[src/rtl/irq_agg_pkg.sv]
package irq_agg_pkg;
  localparam int DW = 32;
  localparam int AW = 8;
  // Group blocks decoded from address bits [7:4]
  localparam logic [3:0] BLK_TX  = 4'h8;
  localparam logic [3:0] BLK_RX  = 4'hA;
  localparam logic [3:0] BLK_DMA = 4'hB;
  // Register slot within a group, address bits [3:2]
  localparam logic [1:0] SLOT_RAW = 2'd0;
  localparam logic [1:0] SLOT_MSK = 2'd1;
  localparam logic [1:0] SLOT_SET = 2'd2;
  localparam logic [1:0] SLOT_CLR = 2'd3;
  localparam logic [AW-1:0] ADDR_VEC = 8'h90;
  localparam logic [AW-1:0] ADDR_EOI = 8'h94;
  // Engine-level group
  localparam int DMA_W        = 2;
  localparam int HOST_ERR_BIT = 1;
endpackage

[src/rtl/irq_rst_sync.sv]
module irq_rst_sync (
  input  logic clk,
  input  logic arst_n,
  output logic rst_n_o
);
  logic [1:0] sync_q;

  always_ff @(posedge clk or negedge arst_n) begin
    if (!arst_n) sync_q <= 2'b00;
    else         sync_q <= {sync_q[0], 1'b1};
  end

  assign rst_n_o = sync_q[1];
endmodule

[src/rtl/irq_group.sv]
module irq_group #(
  parameter int W = 8
) (
  input  logic         clk,
  input  logic         rst_n,
  input  logic         set_we,
  input  logic         clr_we,
  input  logic [W-1:0] wdata,
  input  logic [W-1:0] evt,
  input  logic [W-1:0] ack,
  output logic [W-1:0] raw,
  output logic [W-1:0] mask,
  output logic [W-1:0] masked
);
  logic [W-1:0] raw_q, raw_d, mask_q, mask_d;
  logic         raw_en, mask_en;

  always_comb begin
    raw_en = (|evt) | (|ack);
    raw_d  = (raw_q & ~ack) | evt;   // event wins over acknowledge
    mask_en = set_we | clr_we;
    mask_d  = mask_q;
    if (set_we)      mask_d = mask_q | wdata;
    else if (clr_we) mask_d = mask_q & ~wdata;
  end

  always_ff @(posedge clk or negedge rst_n) begin
    if (!rst_n)      raw_q <= '0;
    else if (raw_en) raw_q <= raw_d;
  end

  always_ff @(posedge clk or negedge rst_n) begin
    if (!rst_n)       mask_q <= '0;
    else if (mask_en) mask_q <= mask_d;
  end

  assign raw    = raw_q;
  assign mask   = mask_q;
  assign masked = raw_q & mask_q;


  mask_set_chk: assert property (@(posedge clk) disable iff (!rst_n)
    set_we |=> ((mask & $past(wdata)) == $past(wdata)));

  mask_clr_chk: assert property (@(posedge clk) disable iff (!rst_n)
    (clr_we && !set_we) |=> ((mask & $past(wdata)) == '0));

  mask_hold_chk: assert property (@(posedge clk) disable iff (!rst_n)
    (!set_we && !clr_we) |=> $stable(mask));

  raw_evt_chk: assert property (@(posedge clk) disable iff (!rst_n)
    (|evt) |=> ((raw & $past(evt)) == $past(evt)));

  raw_idle_chk: assert property (@(posedge clk) disable iff (!rst_n)
    (evt == '0 && ack == '0) |=> $stable(raw));
endmodule

[src/rtl/irq_eoi_gate.sv]
module irq_eoi_gate (
  input  logic clk,
  input  logic rst_n,
  input  logic any_pend,
  input  logic eoi_we,
  output logic irq
);
  logic irq_q, irq_d;

  always_comb irq_d = any_pend & ~eoi_we;

  always_ff @(posedge clk or negedge rst_n) begin
    if (!rst_n) irq_q <= 1'b0;
    else        irq_q <= irq_d;
  end

  assign irq = irq_q;


  eoi_low_chk: assert property (@(posedge clk) disable iff (!rst_n)
    eoi_we |=> !irq);

  irq_src_chk: assert property (@(posedge clk) disable iff (!rst_n)
    $rose(irq) |-> $past(any_pend));
endmodule

[src/rtl/dma_irq_agg.sv]
module dma_irq_agg
  import irq_agg_pkg::*;
#(
  parameter int NCH = 8
) (
  input  logic          clk,
  input  logic          rst_n,
  input  logic [AW-1:0] bus_addr,
  input  logic          bus_wr,
  input  logic [DW-1:0] bus_wdata,
  output logic [DW-1:0] bus_rdata,
  input  logic [NCH-1:0] tx_evt,
  input  logic [NCH-1:0] tx_ack,
  input  logic [NCH-1:0] rx_evt,
  input  logic [NCH-1:0] rx_ack,
  input  logic          host_err_evt,
  input  logic          host_err_ack,
  output logic          irq_out
);
  localparam int VW = 2 * NCH + DMA_W;

  logic       rst_s_n;
  logic [3:0] blk;
  logic [1:0] slot;
  logic [1:0] dir_hit;
  logic       dma_hit, eoi_we, any_pend;

  logic [NCH-1:0] d_evt [2];
  logic [NCH-1:0] d_ack [2];
  logic [NCH-1:0] d_raw [2];
  logic [NCH-1:0] d_msk [2];
  logic [NCH-1:0] d_mkd [2];
  logic [DMA_W-1:0] dma_evt, dma_ack, dma_raw, dma_msk, dma_mkd;
  logic [VW-1:0] vec;

  irq_rst_sync u_rs (.clk(clk), .arst_n(rst_n), .rst_n_o(rst_s_n));

  assign blk        = bus_addr[7:4];
  assign slot       = bus_addr[3:2];
  assign dir_hit[0] = (blk == BLK_TX);
  assign dir_hit[1] = (blk == BLK_RX);
  assign dma_hit    = (blk == BLK_DMA);
  assign eoi_we     = bus_wr && (bus_addr == ADDR_EOI);

  assign d_evt[0] = tx_evt;
  assign d_evt[1] = rx_evt;
  assign d_ack[0] = tx_ack;
  assign d_ack[1] = rx_ack;

  for (genvar d = 0; d < 2; d++) begin : g_dir
    irq_group #(.W(NCH)) u_grp (
      .clk   (clk),
      .rst_n (rst_s_n),
      .set_we(bus_wr && dir_hit[d] && slot == SLOT_SET),
      .clr_we(bus_wr && dir_hit[d] && slot == SLOT_CLR),
      .wdata (bus_wdata[NCH-1:0]),
      .evt   (d_evt[d]),
      .ack   (d_ack[d]),
      .raw   (d_raw[d]),
      .mask  (d_msk[d]),
      .masked(d_mkd[d])
    );
  end

  always_comb begin
    dma_evt = '0;
    dma_ack = '0;
    dma_evt[HOST_ERR_BIT] = host_err_evt;
    dma_ack[HOST_ERR_BIT] = host_err_ack;
  end

  irq_group #(.W(DMA_W)) u_dma (
    .clk   (clk),
    .rst_n (rst_s_n),
    .set_we(bus_wr && dma_hit && slot == SLOT_SET),
    .clr_we(bus_wr && dma_hit && slot == SLOT_CLR),
    .wdata (bus_wdata[DMA_W-1:0]),
    .evt   (dma_evt),
    .ack   (dma_ack),
    .raw   (dma_raw),
    .mask  (dma_msk),
    .masked(dma_mkd)
  );

  assign vec      = {dma_mkd, d_mkd[1], d_mkd[0]};
  assign any_pend = |vec;

  irq_eoi_gate u_eoi (
    .clk     (clk),
    .rst_n   (rst_s_n),
    .any_pend(any_pend),
    .eoi_we  (eoi_we),
    .irq     (irq_out)
  );

  always_comb begin
    bus_rdata = '0;
    if (bus_addr == ADDR_VEC) begin
      bus_rdata = DW'(vec);
    end else if (dma_hit) begin
      unique case (slot)
        SLOT_RAW: bus_rdata = DW'(dma_raw);
        SLOT_MSK: bus_rdata = DW'(dma_mkd);
        default:  bus_rdata = DW'(dma_msk);
      endcase
    end else begin
      for (int d = 0; d < 2; d++) begin
        if (dir_hit[d]) begin
          unique case (slot)
            SLOT_RAW: bus_rdata = DW'(d_raw[d]);
            SLOT_MSK: bus_rdata = DW'(d_mkd[d]);
            default:  bus_rdata = DW'(d_msk[d]);
          endcase
        end
      end
    end
  end


  host_bit0_chk: assert property (@(posedge clk) disable iff (!rst_s_n)
    dma_raw[0] == 1'b0);

  vec_mask_chk: assert property (@(posedge clk) disable iff (!rst_s_n)
    (vec[NCH-1:0] & ~d_msk[0]) == '0);
endmodule

[config.mk]
export PLATFORM = sky130hd
export DESIGN_NAME = dma_irq_agg
export DESIGN_NICKNAME = d
export VERILOG_FILES = /design/src/rtl/irq_agg_pkg.sv /design/src/rtl/irq_rst_sync.sv /design/src/rtl/irq_group.sv /design/src/rtl/irq_eoi_gate.sv /design/src/rtl/dma_irq_agg.sv
export SDC_FILE = /design/constraint.sdc
export NUM_CORES = 1
export LEC_CHECK = 0
export BUFFER_PORTS_ARGS = -buffer_cell sky130_fd_sc_hd__buf_2
export CAP_MARGIN = 0
export CORE_MARGIN = 5
export CORE_UTILIZATION = 48
export DETAILED_ROUTE_END_ITERATION = 12
export GPL_ROUTABILITY_DRIVEN = 0
export PLACE_DENSITY = 0.86
export SLEW_MARGIN = 30
export SYNTH_ARGS = -nofsm -noshare
export SYNTH_HDL_FRONTEND = slang
export SYNTH_HIERARCHICAL = 1
export SYNTH_SLANG_ARGS = --single-unit
[constraint.sdc]
create_clock -name clk -period 1.78 [get_ports clk]
set_input_delay 0.356 -clock clk [delete_from_list [all_inputs] [get_ports clk]]
set_output_delay 0.356 -clock clk [all_outputs]
set_load 0.01 [all_outputs]
# Word-level counts from Yosys, hierarchy flattened
# Index checks and enable logic that the tools add are counted.
[op_classes]
n_eq_ne = 8
n_mux = 13
bitwise_logic = 28
n_reduce_logical = 22
[ops]
columns = ["cell", "count"]
rows = [
  ["$mux W32", 3],
  ["$and A8 B8 Y8", 6],
  ["$mux W8", 5],
  ["$or A8 B8 Y8", 4],
  ["$pmux W8 S2", 2],
  ["$reduce_or A8 Y1", 4],
  ["$not A8 Y8", 3],
  ["$reduce_or A18 Y1", 1],
  ["$eq A8 B8 Y1 const B", 2],
  ["$eq A4 B4 Y1 const B", 3],
  ["$logic_and A1 B1 Y1", 10],
  ["$and A2 B2 Y2", 3],
  ["$or A1 B1 Y1", 6],
  ["$reduce_and A2 Y1", 3],
  ["$reduce_bool A2 Y1", 3],
  ["$eq A2 B2 Y1 const B", 2],
  ["$mux W2", 2],
  ["$not A2 Y2", 2],
  ["$or A2 B2 Y2", 2],
  ["$pmux W2 S2", 1],
  ["$eq A2 B1 Y1 const B", 1],
  ["$logic_not A2 Y1", 1],
  ["$and A1 B1 Y1", 1],
  ["$not A1 Y1", 1],
]
[totals]
ff_bits = 39
input_bits = 77
output_inout_bits = 33
word_cells = 79

# Logic depth before layout (Yosys ltp)
# Gate-level depths: netlist of run 1.
[depth]
ltp_word = 6
depth_mapped = 7
ltp_nobuf = 5

# Cells and area by module
# Netlist of run 1, hierarchy kept.
[by_module_without_submodules]
columns = ["mod", "instances", "cells_per_inst", "area_each_um2", "seq_area_each_um2"]
rows = [
  ["irq_group (g_dir[0].u_grp ...)", 2, 58, 659.4, 400.4],
  ["dma_irq_agg", 1, 127, 887.1, 0.0],
  ["irq_group (u_dma)", 1, 14, 160.2, 100.1],
  ["irq_rst_sync", 1, 3, 53.8, 50.0],
  ["irq_eoi_gate", 1, 2, 38.8, 25.0],
]

# Worst setup path after synthesis of run 1
# No wires, ideal clock.
[synth_timing]
kind = "register to register"
start = "register g_dir[1].u_grp.raw_q[6]"
end = "register u_eoi.irq_q, in the netlist u_eoi/irq"
setup_ns = 0.134
arrival_ns = 1.603
required_ns = 1.646
path_slack_ns = 0.043
stages_incl_launch_ff = 5
n_path_buf = 0
period_less_slack_ns = 1.737
cell_sequence = "dfrtp_1 -> and2_1 -> or4_1 -> or4_1 -> nor2b_4"
[synth_lines]
columns = ["element", "line_no", "text"]
rows = [
  ["start: declaration", "irq_group.sv:15", "logic [W-1:0] raw_q, raw_d, mask_q, mask_d;"],
  ["start signal: assignment", "irq_group.sv:29", "else if (raw_en) raw_q <= raw_d;"],
  ["end signal: assignment", "irq_eoi_gate.sv:14", "else irq_q <= irq_d;"],
  ["end: declaration", "irq_eoi_gate.sv:8", "logic irq_q, irq_d;"],
]

==> impl_metrics.toml, run 1 <==
[floorplanning]
rows = 26
coreArea_um2 = 5040
initial_core_util = 0.488
die_w_um = 81.6
die_h_um = 81.6
io_pins = 110
dieArea_um2 = 6650

[global_routing]
grt_pass1_vias = 2465
grtUsageTotal = 0.228
grt-ovfl-total = 0
antenna_found_initial = 0
grt_pass1_wl_um = 11600
grt_max_degree = 29

[placed_design]
io_buffers = 71
dp_hpwl_um = 5140
placed_area_um2 = 3100

[cts]
ctsRootBufferMaster = "clkbuf_8"
clock_sinks = 39
clk_pin_slew_ns = 0.08
clk_latency_ns = 0.30
clk_path_buf_depth = 2
htreeDepth = 2
cts_tree = "done"
numCtsBuffers = 5

[logic_synthesis]
synthesis.area_um2 = 2460
synth_flop_cell = "dfrtp_1"
yosys.area.top_type = "dfrtp_1"
ys_top_cells_by_area = "dfrtp_1, a22o_1, and2_1, a21o_1, mux2i_1"
synth.distinct_cells = 34
netlist_top_cells_count = "dfrtp_1, and2_1, nand2_1"
synth-edff-count = 0
yosysSeqAreaShare = 0.397
yosys_warnings = 6
synth_top_area_share = 0.397
syn_area_per_cell_um2 = 9.38
synthCells = 262
yosys_register_bits = 39
synth_most_common_cell = "dfrtp_1"
async_flop_share = 1.00

[route]
drt_iter0_drc = 278
drc = 0
viasPerCell = 5.61
dr.pass1.iters = 5
wirelength_um = 8360
wl_per_cell_um = 17.9
vias = 2612
drtAntennaViolNets = 0

[critical_path]
worst_setup_path_end_kind = "output port"
critPathKind = "reg2out"
crit_path_start_kind = "flip-flop"
critPathArrivalTime_ns = 1.74
crit_path_max_fanout = 2
critical_path_required_ns = 1.42

[layout]
final_nets = 472
syn_to_final_growth_pct = 44.8
stdcell_area_um2 = 3560
drive_gt1_frac = 0.462
n_antenna_cell = 0

[worst_hold_path]
hold_class = "reg2async"

[sta]
rsz0062_at_grt = "true"
hold_viol = 0
drv_slew = 0
setup_viol = 19
finalCriticalPeriod_ns = 2.10
hold_slack_ns = 0.181
layout_setup_ws_ns = -0.317
finClkSkew_ns = 0.0122
finalSetupTns_ns = -2.15
finalCritPeriodShare = 1.18
fmax_mhz = 477

[run_status]
violations = "setup timing"
status = "finished, violations left"

[pwr]
power_density_nw_per_um2 = 683
ir_worst_vdd_mv = 0.523
leakagePower_nw = 1.87

[run]
drv_cap = 0
## metal layers
| layer | track usage | up-vias | wire [µm] |
|---|---|---|---|
| met5 | 0 | - | 0 |
| met4 | 0.0681 | 0 | 441 |
| met3 | 0.0515 | 51 | 858 |
| met2 | 0.396 | 202 | 3990 |
| met1 | 0.281 | 1216 | 3070 |
| li1 | - | 1143 | - |
## cells by family after synthesis
kind of cell | synth area share
other | 0.00305
DFF | 0.397
and+or+nand+nor | 0.219
muxes | 0.0804
buffers and inverters | 0.105
AOI/OAI and AO/OA | 0.195
## cell usage in the layout, fill, tap and decap left out, types with 5 or more instances in the layout
master / n
buf_6: 9
a22o_1: 23
nand2b_1: 5
dfrtp_1: 39
inv_1: 18
nor2_1: 14
a21o_1: 18
conb_1: 17
buf_2: 63
buf_4: 61
mux2i_1: 12
and2_4: 17
clkbuf_8: 7
nand2_1: 26
o21ai_1: 6
and2_1: 11
## critical path, stage by stage (launching register included)
cell and delay (ns):
dfrtp_1 0.38, and2_4 0.16, mux2_4 0.26, o211ai_1 0.19
o211ai_1 0.12, a22o_1 0.20, buf_2 0.14
## stage by stage
stage               utilization  std cells  setup slack (ns)  total power, mW
floorplan                     -        277            0.0427             1.36
global placement          0.615        436            -0.104             1.54
detailed placement        0.615        436            -0.159             1.57
CTS                       0.673        457            -0.369             2.31
global route              0.706        466            -0.376             2.53
finish                    0.706        466            -0.317             2.43
## final timing paths
path                                          startpoint                                end  slack [ns]  cells after the start
worst min-delay path            u_rs/sync_q[1]$_DFF_PN0_  g_dir[0].u_grp/raw[1]$_DFFE_PN0P_        0.18                      0
min in group clk                               rx_evt[1]  g_dir[1].u_grp/raw[1]$_DFFE_PN0P_        0.23                      2
worst max-delay path                           flip-flop                       bus_rdata[0]       -0.32                      6
worst min register to register  u_rs/sync_q[1]$_DFF_PN0_  g_dir[0].u_grp/raw[1]$_DFFE_PN0P_        0.18                      0
max in group asynchronous       u_rs/sync_q[1]$_DFF_PN0_         asynchronous set/reset pin        1.07                      1
worst max register to register                 flip-flop                u_eoi/irq$_DFF_PN0_       -0.05                      4
## report_power, final
part / internal, mW / switching (mW) / total, mW
registers: 0.976 / 0.0646 / 1.04
clock network: 0.354 / 0.315 / 0.669
logic: 0.397 / 0.324 / 0.721
total: 1.73 / 0.704 / 2.43
## cell type report
class / instances / area [µm²]
multi-input combinational: 195 / 1410
clock buffer: 8 / 100
tap: 70 / 87.6
fill: 345 / 1480
sequential: 39 / 976
inverter: 18 / 67.6
timing repair buffer: 136 / 920
## timing repair
item | 4_1_cts | 5_1_grt
pin swaps | 18 | 15
buffers inserted | 12 | 9
endpoints found under the hold margin | 2 | 0
gates resized for setup | 28 | 23
hold buffers | 1 | 0
endpoints found under the setup margin | 19 | 19
Power figures use the tool's default switching activity.
==> run 2: changes to the inputs <==
--- a/config.mk
+++ b/config.mk
@@ -8,10 +8,10 @@
 export BUFFER_PORTS_ARGS = -buffer_cell sky130_fd_sc_hd__buf_2
 export CAP_MARGIN = 0
 export CORE_MARGIN = 5
-export CORE_UTILIZATION = 48
+export CORE_UTILIZATION = 51
 export DETAILED_ROUTE_END_ITERATION = 12
 export GPL_ROUTABILITY_DRIVEN = 0
-export PLACE_DENSITY = 0.86
+export PLACE_DENSITY = 0.91
 export SLEW_MARGIN = 30
 export SYNTH_ARGS = -nofsm -noshare
 export SYNTH_HDL_FRONTEND = slang
==> constraint.sdc (replaced) <==
create_clock -name clk -period 2.6 [get_ports clk]
set_input_delay 0.52 -clock clk [delete_from_list [all_inputs] [get_ports clk]]
set_output_delay 0.52 -clock clk [all_outputs]
set_load 0.01 [all_outputs]
==> run 2 against run 1 <==
Compared with the run above: the flow now finishes without violations; highest routed layer unchanged; die area fell by 5.2%; setup slack improved by 0.51 ns; critical path depth rose by 1; non-clock buffer count fell by 56; clock power fell by 8.7%; combinational power fell by 59%; largest cell class unchanged; core utilization fell by 7.7 points; sequential power fell by 31%; largest power group unchanged.
==> impl_metrics.toml, run 2 (synthesis gave the netlist of run 1 again) <==
[global_routing]
antenna_found_initial = 0
grt_pass1_vias = 2128
grtUsageTotal = 0.202
grt_max_degree = 38
grt_pass1_wl_um = 9780
grt-ovfl-total = 0

[floorplanning]
initial_core_util = 0.524
die_w_um = 79.4
dieArea_um2 = 6310
coreArea_um2 = 4690
die_h_um = 79.4
io_pins = 110
rows = 25

[sta]
finalSetupTns_ns = 0
tightest_slew_ns = 0.713
fmax_mhz = 416
maxSlewHeadroom = 0.523
hold_viol = 0
finalCriticalPeriod_ns = 2.41
rsz0062_at_grt = "false"
finalCritPeriodShare = 0.925
setup_viol = 0
finClkSkew_ns = 0.00770
drv_slew = 0

[layout]
stdcell_area_um2 = 2950
syn_to_final_growth_pct = 20.2
seqCellArea_um2 = 976
layout.cells.most_common = "buf_2"
n_antenna_cell = 0
final_nets = 416
multi_input_area_um2 = 1280
final_cell_mix = "buf_2, dfrtp_1, and2_1, nand2_1, a22o_1"
layoutNonFillerInstCount = 394
drive_gt1_frac = 0.279
nFillCells = 384

[critical_path]
critical_path.most_common_cell = "buf_2"
crit_path_max_fanout = 8
path_buf_inv = 3
critPathSlowestCell = "or3_4"
worst_setup_path_end_kind = "output port"
crit_chain = "buf_2 > or3_4 > nor4_4 > buf_4 > nand2_1 > o221ai_1 > buf_2"
critical_path_required_ns = 2.08
critPathKind = "in2out"
max_stage_delay_ns = 0.37
crit_path_start_kind = "input pin"
critPathArrivalTime_ns = 1.89
cp_top_family = "simple AND/OR/NAND/NOR gates"

[cts]
htreeDepth = 2
numCtsBuffers = 5
clk_path_buf_depth = 2
cts_setup_buffers = 0
clk_pin_slew_ns = 0.08
clock_sinks = 39
cts_resized = 0
clk_latency_ns = 0.30
cts_tree = "done"
ctsRootBufferMaster = "clkbuf_8"
hold_buffers = 1

[placed_design]
placed_area_um2 = 2810
io_buffers = 71
dp_hpwl_um = 4640
place_inst = 385

[pwr]
ir_worst_vdd_mv = 0.312
power_density_nw_per_um2 = 550
finalPower_mw = 1.62
leakagePower_nw = 1.53

[route]
wirelength_um = 6150
drtAntennaViolNets = 0
drt_iter0_drc = 222
wl_per_cell_um = 15.6
vias = 2202
viasPerCell = 5.59
dr.pass1.iters = 5
drc = 0

[run]
drv_cap = 0

[run_status]
status = "completed"

[worst_hold_path]
hold_class = "reg2async"
==> run 2: area by class of cell <==
cell class                      count  area share
Multi-Input combinational cell    195       0.434
Sequential cell                    39       0.330
Timing Repair Buffer               80       0.144
Clock buffer                        5      0.0233
Clock inverter                      3      0.0229
Inverter                           18      0.0229
Tap cell                           54      0.0229
==> run 2: report_power, final <==
group	leakage, nW	switching (mW)	internal, mW
logic	1.00	0.148	0.151
registers	0.466	0.0454	0.668
clock network	0.0644	0.228	0.383
total	1.53	0.422	1.20
==> run 2: worst paths after layout <==
| path | cells after the start | slack [ns] | end | startpoint |
|---|---|---|---|---|
| min reg2reg | 1 | 0.29 | g_dir[1].u_grp/raw[2]$_DFFE_PN0P_ | u_rs/sync_q[1]$_DFF_PN0_ |
| max | 7 | 0.19 | bus_rdata[5] | bus_addr[5] |
| max in group asynchronous | 1 | 1.97 | g_dir[1].u_grp/raw[6]$_DFFE_PN0P_ | u_rs/sync_q[1]$_DFF_PN0_ |
| max reg2reg | 4 | 0.77 | u_eoi/irq$_DFF_PN0_ | g_dir[1].u_grp/raw[5]$_DFFE_PN0P_ |
| min | 1 | 0.29 | g_dir[1].u_grp/raw[2]$_DFFE_PN0P_ | u_rs/sync_q[1]$_DFF_PN0_ |
| min in group clk | 0 | 0.36 | u_rs/sync_q[1]$_DFF_PN0_ | u_rs/sync_q[0]$_DFF_PN0_ |
==> run 2: per-stage QoR <==
step	hold WS (ns)	utilization	setup WS, ns
after floorplan	0.224	-	0.610
after global placement	0.293	0.598	0.264
final	0.295	0.630	0.195
after detailed placement	0.307	0.598	0.249
after CTS	0.321	0.630	0.220
after global routing	0.358	0.630	0.117
==> run 2: metal layers <==
metal / vias to the layer above / GRT usage / wire length [µm]
met5: - / 0 / 0
met4: 0 / 0.0928 / 180
met3: 20 / 0.0530 / 525
met2: 112 / 0.352 / 3060
met1: 1024 / 0.229 / 2380
li1: 1046 / - / -
==> run 2: worst register-to-register path: stages (launching register included) <==
cell and delay, ns:
dfrtp_1 0.41, and2_1 0.19, or4_1 0.49, or4_1 0.47
nor2b_4 0.14
==> run 3: changes to the inputs <==
--- a/config.mk
+++ b/config.mk
@@ -8,12 +8,12 @@
 export BUFFER_PORTS_ARGS = -buffer_cell sky130_fd_sc_hd__buf_2
 export CAP_MARGIN = 0
 export CORE_MARGIN = 5
-export CORE_UTILIZATION = 51
+export CORE_UTILIZATION = 49
+export CTS_CLUSTER_SIZE = 24
 export DETAILED_ROUTE_END_ITERATION = 12
 export GPL_ROUTABILITY_DRIVEN = 0
 export PLACE_DENSITY = 0.91
 export SLEW_MARGIN = 30
 export SYNTH_ARGS = -nofsm -noshare
 export SYNTH_HDL_FRONTEND = slang
-export SYNTH_HIERARCHICAL = 1
 export SYNTH_SLANG_ARGS = --single-unit
==> run 3 against run 2 <==
Compared with the run above: core utilization up 0.42 points; largest cell class is now registers; count of clock-buffer cells in the layout unchanged; hold slack worse by 0.0065 ns; maximum frequency up 0.60%; critical path depth down 1; first-iteration DRC count down 39%.
==> impl_metrics.toml, run 3 <==
[floorplanning]
io_pins = 110
initial_core_util = 0.515
die_w_um = 75.5
rows = 23
coreArea_um2 = 4090
die_h_um = 75.5
dieArea_um2 = 5700

[critical_path]
max_stage_delay_ns = 0.46
crit_chain = "buf_2 > nor2_2 > nand4_1 > buf_4 > o221ai_1 > buf_2"
critical_path_required_ns = 2.08
critPathKind = "in2out"
critical_path.most_common_cell = "buf_2"
critPathSlowestCell = "nor2_2"
critPathArrivalTime_ns = 1.87
worst_setup_path_end_kind = "output port"
crit_path_max_fanout = 12
crit_path_start_kind = "input pin"

[sta]
rsz0062_at_grt = "false"
finalCriticalPeriod_ns = 2.39
tightest_slew_ns = 0.566
layout_setup_ws_ns = 0.209
drv_slew = 0
fmax_mhz = 418
finalCritPeriodShare = 0.920
finalSetupTns_ns = 0
setup_viol = 0
hold_viol = 0
finClkSkew_ns = 0.00203
maxSlewHeadroom = 0.622

[cts]
numCtsBuffers = 5
clk_pin_slew_ns = 0.07
cts_tree = "done"
cts_setup_buffers = 0
clk_path_buf_depth = 2
ctsRootBufferMaster = "clkbuf_8"
clock_sinks = 38
clk_latency_ns = 0.29
htreeDepth = 2

[logic_synthesis]
yosys.area_share.simple = 0.159
synthCells = 234
synthAdderAreaFrac = 0
ys_top_cells_by_area = "dfrtp_1, mux2i_1, nand2_1, inv_1, a21o_1"
synth-compound-area-share = 0.162
synth_top_family_by_area = "compound AO/OA/AOI/OAI gates"
yosys.area.top_type = "dfrtp_1"
yosys_warnings = 0
synth_most_common_cell = "nand2_1"
yosys_register_bits = 38
netlist_top_cells_count = "nand2_1, dfrtp_1, inv_1"
syn_area_per_cell_um2 = 8.99
synth_top_area_share = 0.452
synthMuxAreaShare = 0.0857
synthXorXnorAreaFrac = 0
synthesis.area_um2 = 2100
synth.distinct_cells = 28
yosysSeqAreaShare = 0.452
synth_flop_cell = "dfrtp_1"
async_flop_share = 1.00
synth-edff-count = 0

[global_routing]
grtUsageTotal = 0.196
grt_pass1_vias = 1794
grt_max_degree = 37
grt_pass1_wl_um = 8350
grt-ovfl-total = 0
antenna_found_initial = 0

[layout]
final_cell_mix = "buf_2, nand2_1, dfrtp_1, inv_1, mux2i_1"
layout.cells.most_common = "buf_2"
stdcell_area_um2 = 2590
n_antenna_cell = 0
syn_to_final_growth_pct = 23.1
drive_gt1_frac = 0.282
final_nets = 388

[route]
drtAntennaViolNets = 0
drt_iter0_drc = 136
viasPerCell = 5.19
dr.pass1.iters = 4
wirelength_um = 5220
drc = 0
wl_per_cell_um = 14.4
vias = 1877

[pwr]
finalPower_mw = 1.41
power_density_nw_per_um2 = 545
leakagePower_nw = 1.54
ir_worst_vdd_mv = 0.334

[placed_design]
pre_cts_slack_ns = 0.250
dp_hpwl_um = 3960
io_buffers = 70
placed_area_um2 = 2470

[worst_hold_path]
hold_class = "reg2async"

[run_status]
status = "completed"

[run]
drv_cap = 0
run 3: cell count changes in the layout (fill, tap and decap cells not counted), moves of 6 or more:
cell and delta:
a21oi_1 -6, a22o_1 -23, and2_1 -28, inv_1 +17, nand2_1 +11, o221ai_1 +10
o22ai_1 +7
run 3: final timing paths:
check	endpoint	depth (start not counted)	start	slack, ns
hold reg to reg	g_dir[1].u_grp.raw[3]$_DFFE_PN0P_	1	u_rs.sync_q[1]$_DFF_PN0_	0.29
setup / recovery	bus_rdata[6]	6	bus_addr[3]	0.21
max in group asynchronous	u_rs.sync_q[0]$_DFF_PN0_	2	rst_n	1.97
min in group clk	u_rs.sync_q[1]$_DFF_PN0_	0	u_rs.sync_q[0]$_DFF_PN0_	0.36
setup reg to reg	u_eoi.irq$_DFF_PN0_	4	g_dir[1].u_grp.raw[2]$_DFFE_PN0P_	1.62
hold / removal	g_dir[1].u_grp.raw[3]$_DFFE_PN0P_	1	u_rs.sync_q[1]$_DFF_PN0_	0.29
run 3: metrics by stage:
step | utilization | hold slack, ns | cells
finish | 0.634 | 0.288 | 362
global route | 0.634 | 0.350 | 362
CTS | 0.634 | 0.305 | 362
detailed placement | 0.605 | 0.300 | 353
global placement | 0.605 | 0.294 | 353
floorplan | - | 0.224 | 248
run 3: final cells by class:
cell class                      count  area [µm²]
Fill cell                         366        1500
Tap cell                           50        62.6
Multi-Input combinational cell    152         916
Clock inverter                      3        40.0
Timing Repair Buffer               79         420
Clock buffer                        5        68.8
Inverter                           35         131
Sequential cell                    38         951
run 3: logic make-up (layout without fill, tap and decap cells):
family / after synthesis / after routing
AO/OA/AOI/OAI: 45 / 45
buffers and inverters: 58 / 122
flip-flops: 38 / 38
multiplexers: 18 / 18
other: 2 / 16
AND/OR/NAND/NOR: 73 / 73
run 3: what timing repair did:
item                      CTS  global route
hold endpoints to repair    2             0
hold buffers                1             0
resized for setup           0             0
run 3: power breakdown:
part           total (mW)  switching (mW)  internal [mW]
Combinational       0.224           0.126         0.0985
Clock               0.496           0.214          0.282
Sequential          0.692          0.0447          0.648
Total                1.41           0.384           1.03
run 3: critical path: cells and delay by family:
kind	cells	cell delay (ns)
simple gates	2	0.66
compound gates	1	0.19
buf+inv	3	0.49
run 3: metal layers:
metal	vias up	GRT usage	wire length, µm
li1	911	-	-
met3	7	0.0541	610
met2	105	0.312	2420
met4	0	0.0524	51
met5	-	0	0
met1	854	0.264	2140
